## config.mk

```make
export PLATFORM = sky130hd
export DESIGN_NAME = dmaseq_align
export DESIGN_NICKNAME = d
export VERILOG_FILES = /design/src/rtl/dmaseq_pkg.sv /design/src/rtl/dmaseq_phase.sv /design/src/rtl/dmaseq_step.sv /design/src/rtl/dmaseq_align.sv
export SDC_FILE = /design/constraint.sdc
export NUM_CORES = 1
export LEC_CHECK = 0
export ABC_AREA = 1
export BUFFER_PORTS_ARGS = -buffer_cell sky130_fd_sc_hd__buf_2
export CORE_UTILIZATION = 54
export CTS_BUF_LIST = sky130_fd_sc_hd__clkbuf_16
export DETAILED_ROUTE_END_ITERATION = 7
export GPL_TIMING_DRIVEN = 1
export PLACE_DENSITY = 0.76
export SYNTH_ARGS = -nofsm -noshare
export SYNTH_HDL_FRONTEND = slang
export SYNTH_SLANG_ARGS = --single-unit
```

## constraint.sdc

```tcl
create_clock -name clk -period 2.85 [get_ports clk]
set_clock_uncertainty 0.15 [all_clocks]
set_input_delay 0.855 -clock clk [delete_from_list [all_inputs] [get_ports clk]]
set_output_delay 0.855 -clock clk [all_outputs]
set_load 0.03 [all_outputs]
```

## src/rtl/dmaseq_pkg.sv

```systemverilog
package dmaseq_pkg;

   typedef enum logic [2:0] {
      S_IDLE, S_ARM, S_PRE, S_XFER, S_POST, S_INH
   } seq_st_t;

   typedef enum logic [1:0] {LEN6, LEN8, LEN12} clen_t;

   function automatic clen_t enc_len(input logic [3:0] l);
      case (l)
         4'd6:    return LEN6;
         4'd12:   return LEN12;
         default: return LEN8;
      endcase
   endfunction

   // true when clock count ph sits on the grid of the recorded cycle length
   function automatic logic on_grid(input int ph, input clen_t c);
      case (c)
         LEN6:    return (ph % 6) == 0;
         LEN12:   return (ph % 12) == 0;
         default: return (ph % 8) == 0;
      endcase
   endfunction

endpackage

```

## src/rtl/dmaseq_phase.sv

```systemverilog
module dmaseq_phase #(
   parameter int MOD = 24,
   parameter int W   = 5
) (
   input  logic         clk,
   input  logic         rst_n,
   output logic [W-1:0] ph_nx
);
   logic [W-1:0] ph;

   assign ph_nx = (ph == W'(MOD - 1)) ? '0 : ph + 1'b1;

   always_ff @(posedge clk or negedge rst_n) begin
      if (!rst_n) ph <= '0;
      else        ph <= ph_nx;
   end
endmodule

```

## src/rtl/dmaseq_step.sv

```systemverilog
module dmaseq_step #(
   parameter int STEP  = 8,
   parameter int CNT_W = 8
) (
   input  logic             clk,
   input  logic             rst_n,
   input  logic             run,
   output logic             step_last,
   output logic [CNT_W-1:0] steps_done
);
   localparam int SW = $clog2(STEP);

   logic [SW-1:0] sub;

   assign step_last = run && (sub == SW'(STEP - 1));

   always_ff @(posedge clk or negedge rst_n) begin
      if (!rst_n) begin
         sub        <= '0;
         steps_done <= '0;
      end else if (!run) begin
         sub        <= '0;
         steps_done <= '0;
      end else begin
         sub <= step_last ? '0 : sub + 1'b1;
         if (step_last) steps_done <= steps_done + 1'b1;
      end
   end
endmodule

```

## src/rtl/dmaseq_align.sv

```systemverilog
module dmaseq_align
   import dmaseq_pkg::*;
#(
   parameter int CNT_W      = 8,
   parameter int STEP_CLKS  = 8,
   parameter int PH_MOD     = 24,
   parameter bit HONOR_DONE = 1'b1
) (
   input  logic             clk,
   input  logic             rst_n,
   input  logic             en_wr,
   input  logic             cpu_cyc_end,
   input  logic [3:0]       cpu_cyc_len,
   input  logic [CNT_W-1:0] xfer_bytes,
   input  logic             xfer_done,
   output logic             cpu_halt,
   output logic             xfer_en,
   output logic             irq_inhibit
);
   localparam int PH_W = $clog2(PH_MOD);

   if (PH_MOD % 24 != 0) begin : g_bad_mod
      $error("PH_MOD must be a multiple of 6, 8 and 12");
   end
   if (PH_MOD % STEP_CLKS != 0 || STEP_CLKS < 2) begin : g_bad_step
      $error("STEP_CLKS must be at least 2 and divide PH_MOD");
   end

   seq_st_t          st, st_n;
   clen_t            len_q, len_n, cap;
   logic [CNT_W-1:0] bytes_q, bytes_n, steps_done;
   logic [PH_W-1:0]  ph_nx;
   logic             step_last, done_seen, done_req, ent_al, ext_al;

   dmaseq_phase #(.MOD(PH_MOD), .W(PH_W)) u_phase (
      .clk(clk), .rst_n(rst_n), .ph_nx(ph_nx)
   );

   dmaseq_step #(.STEP(STEP_CLKS), .CNT_W(CNT_W)) u_step (
      .clk(clk), .rst_n(rst_n), .run(st == S_XFER),
      .step_last(step_last), .steps_done(steps_done)
   );

   if (HONOR_DONE) begin : g_done
      assign done_req = xfer_done | done_seen;
   end else begin : g_nodone
      assign done_req = 1'b0;
   end

   assign cap    = enc_len(cpu_cyc_len);
   assign ent_al = (int'(ph_nx) % STEP_CLKS) == 0;
   assign ext_al = on_grid(int'(ph_nx), len_n);

   always_comb begin
      st_n    = st;
      len_n   = len_q;
      bytes_n = bytes_q;
      case (st)
         S_IDLE: if (en_wr) begin
            st_n    = S_ARM;
            bytes_n = xfer_bytes;
         end
         S_ARM: if (cpu_cyc_end) begin
            len_n = cap;
            if (!ent_al)              st_n = S_PRE;
            else if (bytes_q == '0)   st_n = ext_al ? S_INH : S_POST;
            else                      st_n = S_XFER;
         end
         S_PRE: begin
            if (!ent_al)              st_n = S_PRE;
            else if (bytes_q == '0)   st_n = ext_al ? S_INH : S_POST;
            else                      st_n = S_XFER;
         end
         S_XFER: if (step_last &&
                     (steps_done == CNT_W'(bytes_q - 1'b1) || done_req))
            st_n = ext_al ? S_INH : S_POST;
         S_POST: if (ext_al) st_n = S_INH;
         S_INH:  if (cpu_cyc_end) st_n = S_IDLE;
         default: st_n = S_IDLE;
      endcase
   end

   always_ff @(posedge clk or negedge rst_n) begin
      if (!rst_n) begin
         st        <= S_IDLE;
         len_q     <= LEN8;
         bytes_q   <= '0;
         done_seen <= 1'b0;
      end else begin
         st        <= st_n;
         len_q     <= len_n;
         bytes_q   <= bytes_n;
         done_seen <= (st == S_XFER) && !step_last && (done_seen || xfer_done);
      end
   end

   assign cpu_halt    = (st == S_PRE) || (st == S_XFER) || (st == S_POST);
   assign xfer_en     = (st == S_XFER);
   assign irq_inhibit = (st == S_INH);
endmodule

```

=== After elaboration in Yosys (flattened, before gate mapping) ===
Index checks and enable logic that the tools add are counted.

* Add/sub/neg operators: 4
* Div/mod/pow operators: 2
* Equality and inequality tests: 17
* Multiplexer cells: 18
* Bitwise logic cells: 1
* Reduce and logical (&&, ||, !) cells: 17

{| class="wikitable"
|+ Operators with widths
! operator !! count
|-
| zero test 32 bit || 3
|-
| remainder unit 6 x 4 -> 32 bit, second input constant || 1
|-
| remainder unit 6 x 5 -> 32 bit, second input constant || 1
|-
| 2-to-1 mux 3 bit || 9
|-
| case mux 3 bit (6 select lines) || 1
|-
| 2-to-1 mux 8 bit || 2
|-
| inequality test 2 bit, second input constant || 6
|-
| equality test 3 bit, second input constant || 3
|-
| adder 8 x 1 -> 8 bit, second input constant || 1
|-
| equality test 8 bit || 1
|-
| zero test 8 bit || 1
|-
| subtractor 8 x 1 -> 8 bit, second input constant || 1
|-
| equality test 3 x 2 -> 1 bit, second input constant || 2
|-
| adder 5 x 1 -> 5 bit, second input constant || 1
|-
| equality test 5 bit, second input constant || 1
|-
| 2-to-1 mux 5 bit || 1
|-
| AND reduction 5 bit || 1
|-
| equality test 4 x 3 -> 1 bit, second input constant || 1
|-
| equality test 4 bit, second input constant || 1
|-
| logical AND 1 bit || 4
|-
| logical OR 1 bit || 4
|-
| 2-to-1 mux 2 bit || 2
|-
| case mux 2 bit (2 select lines) || 1
|-
| adder 3 x 1 -> 3 bit, second input constant || 1
|-
| 9 further kinds || 9
|}

* Bits in registers: 30
* Bits of input ports: 17
* Output and inout bits: 3
* Logic and storage cells: 66

=== Depth between registers and ports, before layout ===
Gate-level depths: netlist of run 1.

* Depth after elaboration: 11
* Gate-level depth with buffers: 26

=== Modules after synthesis ===
A second synthesis of run 1 with hierarchy kept.

* Cell total of the unflattened synthesis: 301
* Area total of the unflattened synthesis: 2135.8 um^2

{| class="wikitable"
|+ By module, submodules not included
! module !! times used !! cells an instance !! area each (um^2) !! sequential area each (um^2)
|-
| dmaseq_align || 1 || 219 || 1397.6 || 351.6
|-
| dmaseq_step || 1 || 62 || 530.5 || 275.3
|-
| dmaseq_phase || 1 || 20 || 207.7 || 125.1
|}

=== Worst setup path before layout of run 1 ===
Ideal clock, no wire load.

* Path type: reg2reg
* Start: reg u_phase.ph[0]
* End: reg st[2]
* Arrival time: 2.742 ns
* Required time: 2.584 ns
* Slack: -0.159 ns
* Stages on the path, launching flop included: 26
* Path buffers: 0
* Period minus slack after synthesis: 3.009 ns
* Cell sequence: dfrtp_1 ha_1 nand3_1 nand2_1 nand2_1 inv_1 ha_1 inv_1 nand2_2 nand2_4 nand4_4 nand2_1 nand2_1 ha_1 nor2_1 nand3_1 nand2_1 nand2_1 nand2_1 nor2_1 nand3_1 nand4_1 nand2_2 inv_2 nand2_1 nand2_1

* Word-level cells in the longest chain between the ends: 7
* Elaborated cells on any way between the ends: 14

{| class="wikitable"
|+ Ends and longest elaborated chain
! element !! RTL line !! source
|-
| start, declared || dmaseq_phase.sv:9 || <nowiki>logic [W-1:0] ph;</nowiki>
|-
| start signal, assigned || dmaseq_phase.sv:15 || <nowiki>else ph <= ph_nx;</nowiki>
|-
| adder 5 x 1 -> 5 bit or equality test 5 bit (tied branches) || dmaseq_phase.sv:11 || <nowiki>assign ph_nx = (ph == W'(MOD - 1)) ? '0 : ph + 1'b1;</nowiki>
|-
| 2-to-1 mux 5 bit (*) || dmaseq_phase.sv:11 ||
|-
| via ph_nx[4] || dmaseq_align.sv:32 || <nowiki>logic [PH_W-1:0] ph_nx;</nowiki>
|-
| remainder unit 6 x 5 -> 32 bit or remainder unit 6 x 4 -> 32 bit (tied branches) || dmaseq_pkg.sv:21, dmaseq_pkg.sv:20 ||
|-
| zero test 32 bit (on tied branches) || dmaseq_pkg.sv:21, dmaseq_pkg.sv:20 ||
|-
| case mux 1 bit (2 select lines) (*) || dmaseq_pkg.sv:19 || <nowiki>case (c)</nowiki>
|-
| inequality test 2 bit (no source line) (*) || n/a ||
|-
| AND reduction 5 bit (no source line) (*) || n/a ||
|-
| end signal, assigned || dmaseq_align.sv:90 || <nowiki>st <= st_n;</nowiki>
|-
| end, declared || dmaseq_align.sv:29 || <nowiki>seq_st_t st, st_n;</nowiki>
|}

Mark *: on every way through the listed nets, which the timed path passes. The rest lies on a longest branch. The select of a mux whose other input is x is not followed.
A chain may end at the register's enable or synchronous reset.

=== Final worst setup path of run 1 ===
* Start: reg u_phase.ph[1]
* End: reg st[0]

* Word-level cells in the longest chain between the ends: 10
* Elaborated cells on any way between the ends: 17

{| class="wikitable"
|+ Ends and longest elaborated chain
! element !! RTL line !! source
|-
| adder 5 x 1 -> 5 bit or equality test 5 bit (tied branches) || dmaseq_phase.sv:11 ||
|-
| 2-to-1 mux 5 bit (*) || dmaseq_phase.sv:11 ||
|-
| via ph_nx[4] || dmaseq_align.sv:32 ||
|-
| remainder unit 6 x 5 -> 32 bit or remainder unit 6 x 4 -> 32 bit (tied branches) || dmaseq_pkg.sv:21, dmaseq_pkg.sv:20 ||
|-
| zero test 32 bit (on tied branches) || dmaseq_pkg.sv:21, dmaseq_pkg.sv:20 ||
|-
| case mux 1 bit (2 select lines) (*) || dmaseq_pkg.sv:19 ||
|-
| 2-to-1 mux 1 bit || dmaseq_align.sv:66, dmaseq_align.sv:71, dmaseq_align.sv:76 ||
|-
| 2-to-1 mux 3 bit || dmaseq_align.sv:66, dmaseq_align.sv:71 ||
|-
| 2-to-1 mux 3 bit || dmaseq_align.sv:65 || <nowiki>if (!ent_al) st_n = S_PRE;</nowiki>
|-
| 2-to-1 mux 3 bit || dmaseq_align.sv:63 || <nowiki>S_ARM: if (cpu_cyc_end) begin</nowiki>
|-
| case mux 3 bit (6 select lines) || dmaseq_align.sv:58 || <nowiki>case (st)</nowiki>
|}

Marked as above.

==> qor.txt, run 1 <==
Max Used Layer -> met4
Final Power -> 1.803 mW
Synth area leaders -> dfrtp_1 33%, nand2_1 12%, inv_1 8.1%
status -> complete, but fails checks
clock sink total -> 30
Peak VDD IR -> 0.5859 mV
CTS tree -> done
reg2reg path depth -> 22
flip-flop and latch area -> 755.7 um2
worst slew pin tran -> 674.2 ps
number of remaining DRC errors -> 0
Fillers -> 252
cell taking the most area after synthesis -> dfrtp_1
Mean Syn Cell Area -> 7.115 um2
Netlist cell types -> 35
relative slew slack -> 55.05%
maxcap violations -> 0
synth-to-layout area growth -> 34.55%
# rows -> 22
CP Data Required Time -> 2860 ps
Crit Path Max Fanout -> 5
post-synthesis cell area -> 0.002227 mm2
Synth warnings -> 0
vias in the first global route -> 2203
failing checks -> negative setup slack
port bufs -> 19
Period minus WS final -> 3017 ps
starting density of the core -> 58.63%
Clk Latency, worst-skew pair -> 270 ps
met2 WL -> 3196 um
Pleak -> 1.488 nW
Mapped Cells -> 313
final hold viol count -> 0
synth cell count leaders -> 72 x nand2_1, 48 x inv_1, 35 x nor2_1, 29 x dfrtp_1, 23 x nand3_1
final core occ -> 78.89%
R2R Setup Slk -> -170 ps
dpl cells -> 398
Hold Path End -> u_step.sub[0]
share of layout cells above drive strength 1 -> 30.54%
Post-layout nets -> 398
asr flop ratio synth -> 100.0%
largest net degree at the start of global routing -> 31
hold crit path type -> flop to flop
Final setup viols -> 3
initial antenna violation count -> 0
part of the Yosys area used for sequential elements -> 33.76%
hold buffers post-CTS -> 0
flops & latches, synth -> 30
setup TNS -> -463.4 ps
crit share post-route -> 105.9%
clock buffer depth -> 2
CORE AREA -> 0.003799 mm2
die span in y -> 66.22 um
DRT antenna net count -> 0
most frequent cell after synthesis -> nand2_1
syn nets -> 341
GPL Wtd Cong -> 0.9673
CP Capture Type -> flop
I/O pin count -> 20
Fmax -> 331.4 MHz
grt ovf -> 0
Die X -> 66.22 um
clk slew on worst S/H paths -> 50 ps
cell area after layout -> 0.002997 mm2
first-pass GRT wire length -> 9722 um
metal1 wirelength -> 2635 um
Worst setup SP type -> flop
PnR worst setup slack -> -167.3 ps
reg-to-reg endpoint -> st[0]
H-tree Lvls -> 2
placed cell area -> 0.002569 mm2
wire length on met3 -> 337 um
EDFF count, synth -> 0
Worst R2R Start -> u_phase.ph[1]
hold path depth -> 1
Non-Filler Instances -> 418
multi-input logic area -> 0.001486 mm2
via count -> 2334
Pins Over Slew Limit -> 0
Routed WL -> 6288 um
area share of the largest cell type after synthesis -> 32.58%
DP HPWL -> 3959 um
unrepaired setup endpoints after global routing -> yes
routed length per instance -> 15.04 um
Total GRT Usage -> 29.07%
clock buffer count from CTS -> 5
vias per cell -> 5.584
root buf cell -> clkbuf_16
pre-CTS setup slack -> -189.3 ps
Die ar. -> 0.004385 mm2
arrival time at the worst endpoint -> 3030 ps
hold path startpoint -> u_step.sub[0]
Detailed Routing Iterations Pass 1 -> 5
CP Class -> flop to flop
antenna cells -> 0
ys flop type -> dfrtp_1
hold_ws -> 307.2 ps
DR iter-0 viols -> 165
power per standard cell area -> 601.8 mW/mm2
[critical path: stages, from the launching register on]
cell	delay (ps)
dfrtp_2	450
ha_4	200
nand3_2	60
nand2_2	70
nand2_4	90
inv_4	40
ha_4	150
nand3b_1	220
nor2_4	190
a21oi_4	50
buf_4	130
nand4_1	160
nand3_2	160
a21oi_2	170
nand2_1	60
nand3_1	70
nor2_1	40
nand3_1	80
nand4_1	110
nand2_2	110
inv_2	40
nand2_1	50
nand2_1	40
[power breakdown]
part           switching (mW)  internal [mW]  total [mW]
registers              0.0828          0.530       0.613
logic                   0.376          0.230       0.606
clock network           0.181          0.403       0.584
[how the worst max path moves through the flow]
stage | start | end | slack, ps
after floorplan | u_phase.ph[0] | st[2] | 5
after global placement | u_phase.ph[1] | st[0] | -60
after detailed placement | u_phase.ph[1] | st[0] | -190
after CTS | u_phase.ph[1] | st[0] | -40
after global routing | u_phase.ph[1] | st[2] | -350
final | u_phase.ph[1] | st[0] | -170
[final cells by class]
cell class              count  area share, %
well taps                  48          2.004
flip-flops and latches     30          25.22
clock buffers               5          4.175
repair buffers             50          11.19
clock inverters             2          1.127
inverters                  52          6.681
multi-input cells         231          49.60
[cells by family after synthesis]
kind of cell / Yosys count / synth area share, %
buffers and inverters: 53 / 8.932
AOI/OAI and AO/OA: 33 / 8.371
xor gates and xnor gates: 11 / 4.326
adders and majority gates: 11 / 6.180
muxes: 5 / 2.528
and+or+nand+nor: 170 / 35.90
DFF: 30 / 33.76
[per-layer routing]
metal | track usage [%] | vias up
li1 | - | 1135
met1 | 37.14 | 1077
met2 | 49.87 | 105
met3 | 4.138 | 17
met4 | 9.574 | 0
met5 | 0 | -
[sequential cells by signal, summed over array words and instances (netlist names)]
register / flops
st: 3
u_phase.ph: 5
len_q: 2
done_seen: 1
u_step.sub: 3
u_step.steps_done: 8
bytes_q: 8
[placed cells by master, fill, tap and decap left out, types with 2 or more instances in the layout]
| cell | instances |
|---|---|
| nand2_1 | 63 |
| inv_1 | 45 |
| nor2_1 | 31 |
| buf_4 | 29 |
| dfrtp_1 | 26 |
| buf_2 | 19 |
| nand3_1 | 16 |
| nor3_1 | 13 |
| a21oi_1 | 12 |
| nand2_2 | 11 |
| o21ai_0 | 9 |
| xor2_1 | 9 |
| nand4_1 | 7 |
| ha_1 | 7 |
| nand3_2 | 6 |
| mux2_2 | 5 |
| clkbuf_16 | 5 |
| nor2_2 | 4 |
| nand3_4 | 4 |
| nand2_4 | 4 |
| inv_2 | 4 |
| nor4_1 | 3 |
| a211oi_1 | 3 |
| ha_4 | 3 |
| dfrtp_2 | 3 |
| inv_4 | 2 |
| nor2_4 | 2 |
| nand4_4 | 2 |
| clkinv_1 | 2 |
| o21ai_1 | 2 |
| xnor2_1 | 2 |
| buf_6 | 2 |
[what timing repair did]
| item | CTS | global route |
|---|---|---|
| pin swaps | 20 | 12 |
| cloned | 1 | 0 |
| setup buffers | 8 | 4 |
| gates resized for setup | 22 | 16 |
| endpoints found under the setup margin | 3 | 3 |
Power figures use the tool's default switching activity.
==> run 2, diff against run 1 <==
- ABC_AREA: 1 -> not set
==> qor.txt, run 2 <==
first-pass GRT wire length -> 8970 um
post-synthesis mux area share -> 4.358%
vias in the first global route -> 2079
relative slew slack -> 54.01%
Synth warnings -> 0
Worst setup SP type -> flop
DR iter-0 viols -> 146
sw frac -> 34.15%
PnR worst setup slack -> -779.9 ps
vias per cell -> 5.785
Final Power -> 2.183 mW
final hold viol count -> 0
Worst R2R Start -> u_phase.ph[1]
Period minus WS final -> 3630 ps
worst slew pin tran -> 689.9 ps
EDFF count, synth -> 0
routed length per instance -> 15.14 um
synth cell count leaders -> 29 x dfrtp_1, 20 x inv_1, 20 x nand2_1, 20 x nor2_1, 12 x xnor2_1
reg2reg path depth -> 19
H-tree Lvls -> 2
setup TNS -> -797.7 ps
Mean Syn Cell Area -> 8.959 um2
final core occ -> 75.32%
commonest non-fill, non-tap cells in the layout -> 51 x buf_4, 27 x dfrtp_1, 19 x nand2_1, 19 x inv_1, 19 x buf_2
port bufs -> 19
Simple-Gate Fraction of Synth Area -> 24.19%
Synth Area in XOR/XNOR -> 7.039%
Final setup viols -> 2
hold path depth -> 1
clock buffer count from CTS -> 5
arrival time at the worst endpoint -> 3690 ps
power per standard cell area -> 724.7 mW/mm2
Crit Path Max Fanout -> 5
maxcap violations -> 0
part of the Yosys area used for sequential elements -> 33.58%
Die ar. -> 0.004409 mm2
unrepaired setup endpoints after global routing -> yes
CP Data Required Time -> 2910 ps
failing checks -> negative setup slack
flops & latches, synth -> 30
CP Capture Type -> flop
R2R Setup Slk -> -780 ps
grt ovf -> 0
Total GRT Usage -> 27.25%
Non-Filler Instances -> 367
clk slew on worst S/H paths -> 50 ps
pre-CTS setup slack -> -999.5 ps
most common cell after layout, fill and taps aside -> buf_4
root buf cell -> clkbuf_16
Peak VDD IR -> 0.6662 mV
Hold Path End -> u_step.sub[0]
cell taking the most area after synthesis -> dfrtp_1
starting density of the core -> 55.99%
Post-layout nets -> 343
most frequent cell after synthesis -> dfrtp_1
Synth Area in Compound Gates -> 17.60%
Fmax -> 275.5 MHz
via count -> 2123
Internal Power -> 1.438 mW
clock group share of total power -> 31.0%
Post-Synth Adder-Cell Area -> 6.592%
crit share post-route -> 127.4%
synth-to-layout area growth -> 34.53%
GPL Wtd Cong -> 0.9103
Routed WL -> 5556 um
Mapped Cells -> 250
largest family of logic cells by synthesized area -> simple AND/OR/NAND/NOR gates
Synth area leaders -> dfrtp_1 32%, ha_1 6.1%, xnor2_1 4.7%
CORE AREA -> 0.004000 mm2
Reg power frac -> 29.0%
status -> complete, but fails checks
hold buffers post-CTS -> 0
Clk Latency, worst-skew pair -> 270 ps
area share of the largest cell type after synthesis -> 32.40%
Gate power share -> 40.0%
syn nets -> 278
asr flop ratio synth -> 100.0%
clock sink total -> 30
Pleak -> 1.351 nW
DP HPWL -> 3842 um
post-synthesis cell area -> 0.002240 mm2
hold path startpoint -> u_step.sub[0]
largest net degree at the start of global routing -> 31
Pins Over Slew Limit -> 0
largest registers -> bytes_q (8), u_step.steps_done (8), u_phase.ph (5)
clock buffer depth -> 2
CTS tree -> done
initial antenna violation count -> 0
hold crit path type -> flop to flop
CP Class -> flop to flop
Fillers -> 287
dpl cells -> 347
DRT antenna net count -> 0
switching power -> 745.6 uW
ys flop type -> dfrtp_1
Detailed Routing Iterations Pass 1 -> 5
share of layout cells above drive strength 1 -> 37.03%
I/O pin count -> 20
reg-to-reg endpoint -> st[0]
number of remaining DRC errors -> 0
die span in y -> 66.40 um
Die X -> 66.40 um
# rows -> 23
Netlist cell types -> 65
-- run 2: cell types whose count changed after synthesis, moves of 5 or more --
cell and delta:
nor2_1 -15, clkbuf_1 +7, nand2_1 -52, inv_1 -28, nand2_2 -5, nand3_1 -18
xnor2_1 +10, nor3_1 -6
-- run 2: logic make-up (layout without fill, tap and decap cells) --
| logic type | count (synthesis) | after routing |
|---|---|---|
| flops | 30 | 30 |
| compound gates | 52 | 52 |
| mux | 9 | 9 |
| buf+inv | 33 | 99 |
| simple gates | 96 | 96 |
| fa+ha+maj | 12 | 12 |
| other cells | 0 | 1 |
| xor+xnor | 18 | 18 |
-- run 2: layer usage --
| metal | wire (um) | part of all wire [%] | up-vias | global-route usage, % |
|---|---|---|---|---|
| li1 | - | - | 1038 | - |
| met5 | 0 | 0 | - | 0 |
| met4 | 80 | 1.4 | 0 | 10.37 |
| met3 | 147 | 2.6 | 10 | 5.345 |
| met1 | 2371 | 43 | 1044 | 32.00 |
| met2 | 2957 | 53 | 31 | 48.47 |
-- run 2: worst max-delay path: stages (launching register included) --
cell	delay, ps
dfrtp_2	420
ha_4	170
nand2_1	70
a31oi_2	220
inv_1	100
ha_4	290
and4b_1	200
o22ai_2	100
o221ai_2	130
o21ai_2	170
xnor2_1	100
ha_1	300
nor2_1	90
nand2_1	70
or3_1	330
o41ai_2	70
mux2i_1	120
o211a_1	130
o41ai_2	180
and2_1	160
-- run 2: power groups by stage --
stage          logic, mW  clock network [mW]  registers (mW)
2_1_floorplan      0.616                   0           0.609
3_3_place_gp       0.788                   0           0.626
3_5_place_dp       0.806                   0           0.631
4_1_cts            0.845               0.688           0.628
5_1_grt            0.953               0.711           0.649
6_report           0.872               0.677           0.634
-- run 2: layout make-up --
type                            instances  area (um2)  share of cell area (%)
Antenna cell                            1       2.502                 0.08306
Sequential cell                        30       754.5                   25.04
Multi-Input combinational cell        187        1448                   48.05
Tap cell                               50       62.56                   2.076
Timing Repair Buffer                   70       478.0                   15.86
Clock buffer                            5       125.1                   4.153
Inverter                               21       78.83                   2.616
Clock inverter                          3       63.81                   2.118
-- run 2: metrics by stage --
step / cell area, um2 / hold WS, ps
floorplan: 2301 / 265.0
global placement: 2669 / 281.5
detailed placement: 2669 / 285.6
CTS: 2980 / 293.1
global route: 3010 / 317.0
finish: 3013 / 293.3
-- run 2: worst max path at each step --
stage	start	end	slack (ps)	depth (start not counted)
after floorplan	u_phase.ph[1]	st[0]	-910	21
after global placement	u_phase.ph[1]	st[0]	-810	20
after detailed placement	u_phase.ph[1]	st[0]	-1000	19
after CTS	u_phase.ph[1]	st[0]	-730	19
after global routing	u_phase.ph[1]	st[0]	-950	20
final	u_phase.ph[1]	st[0]	-780	19
-- run 2: what timing repair did --
item	CTS	global route
setup buffers	10	1
pin swaps	15	7
gates cloned	0	0
setup endpoints to repair	3	3
gates resized for setup	10	5
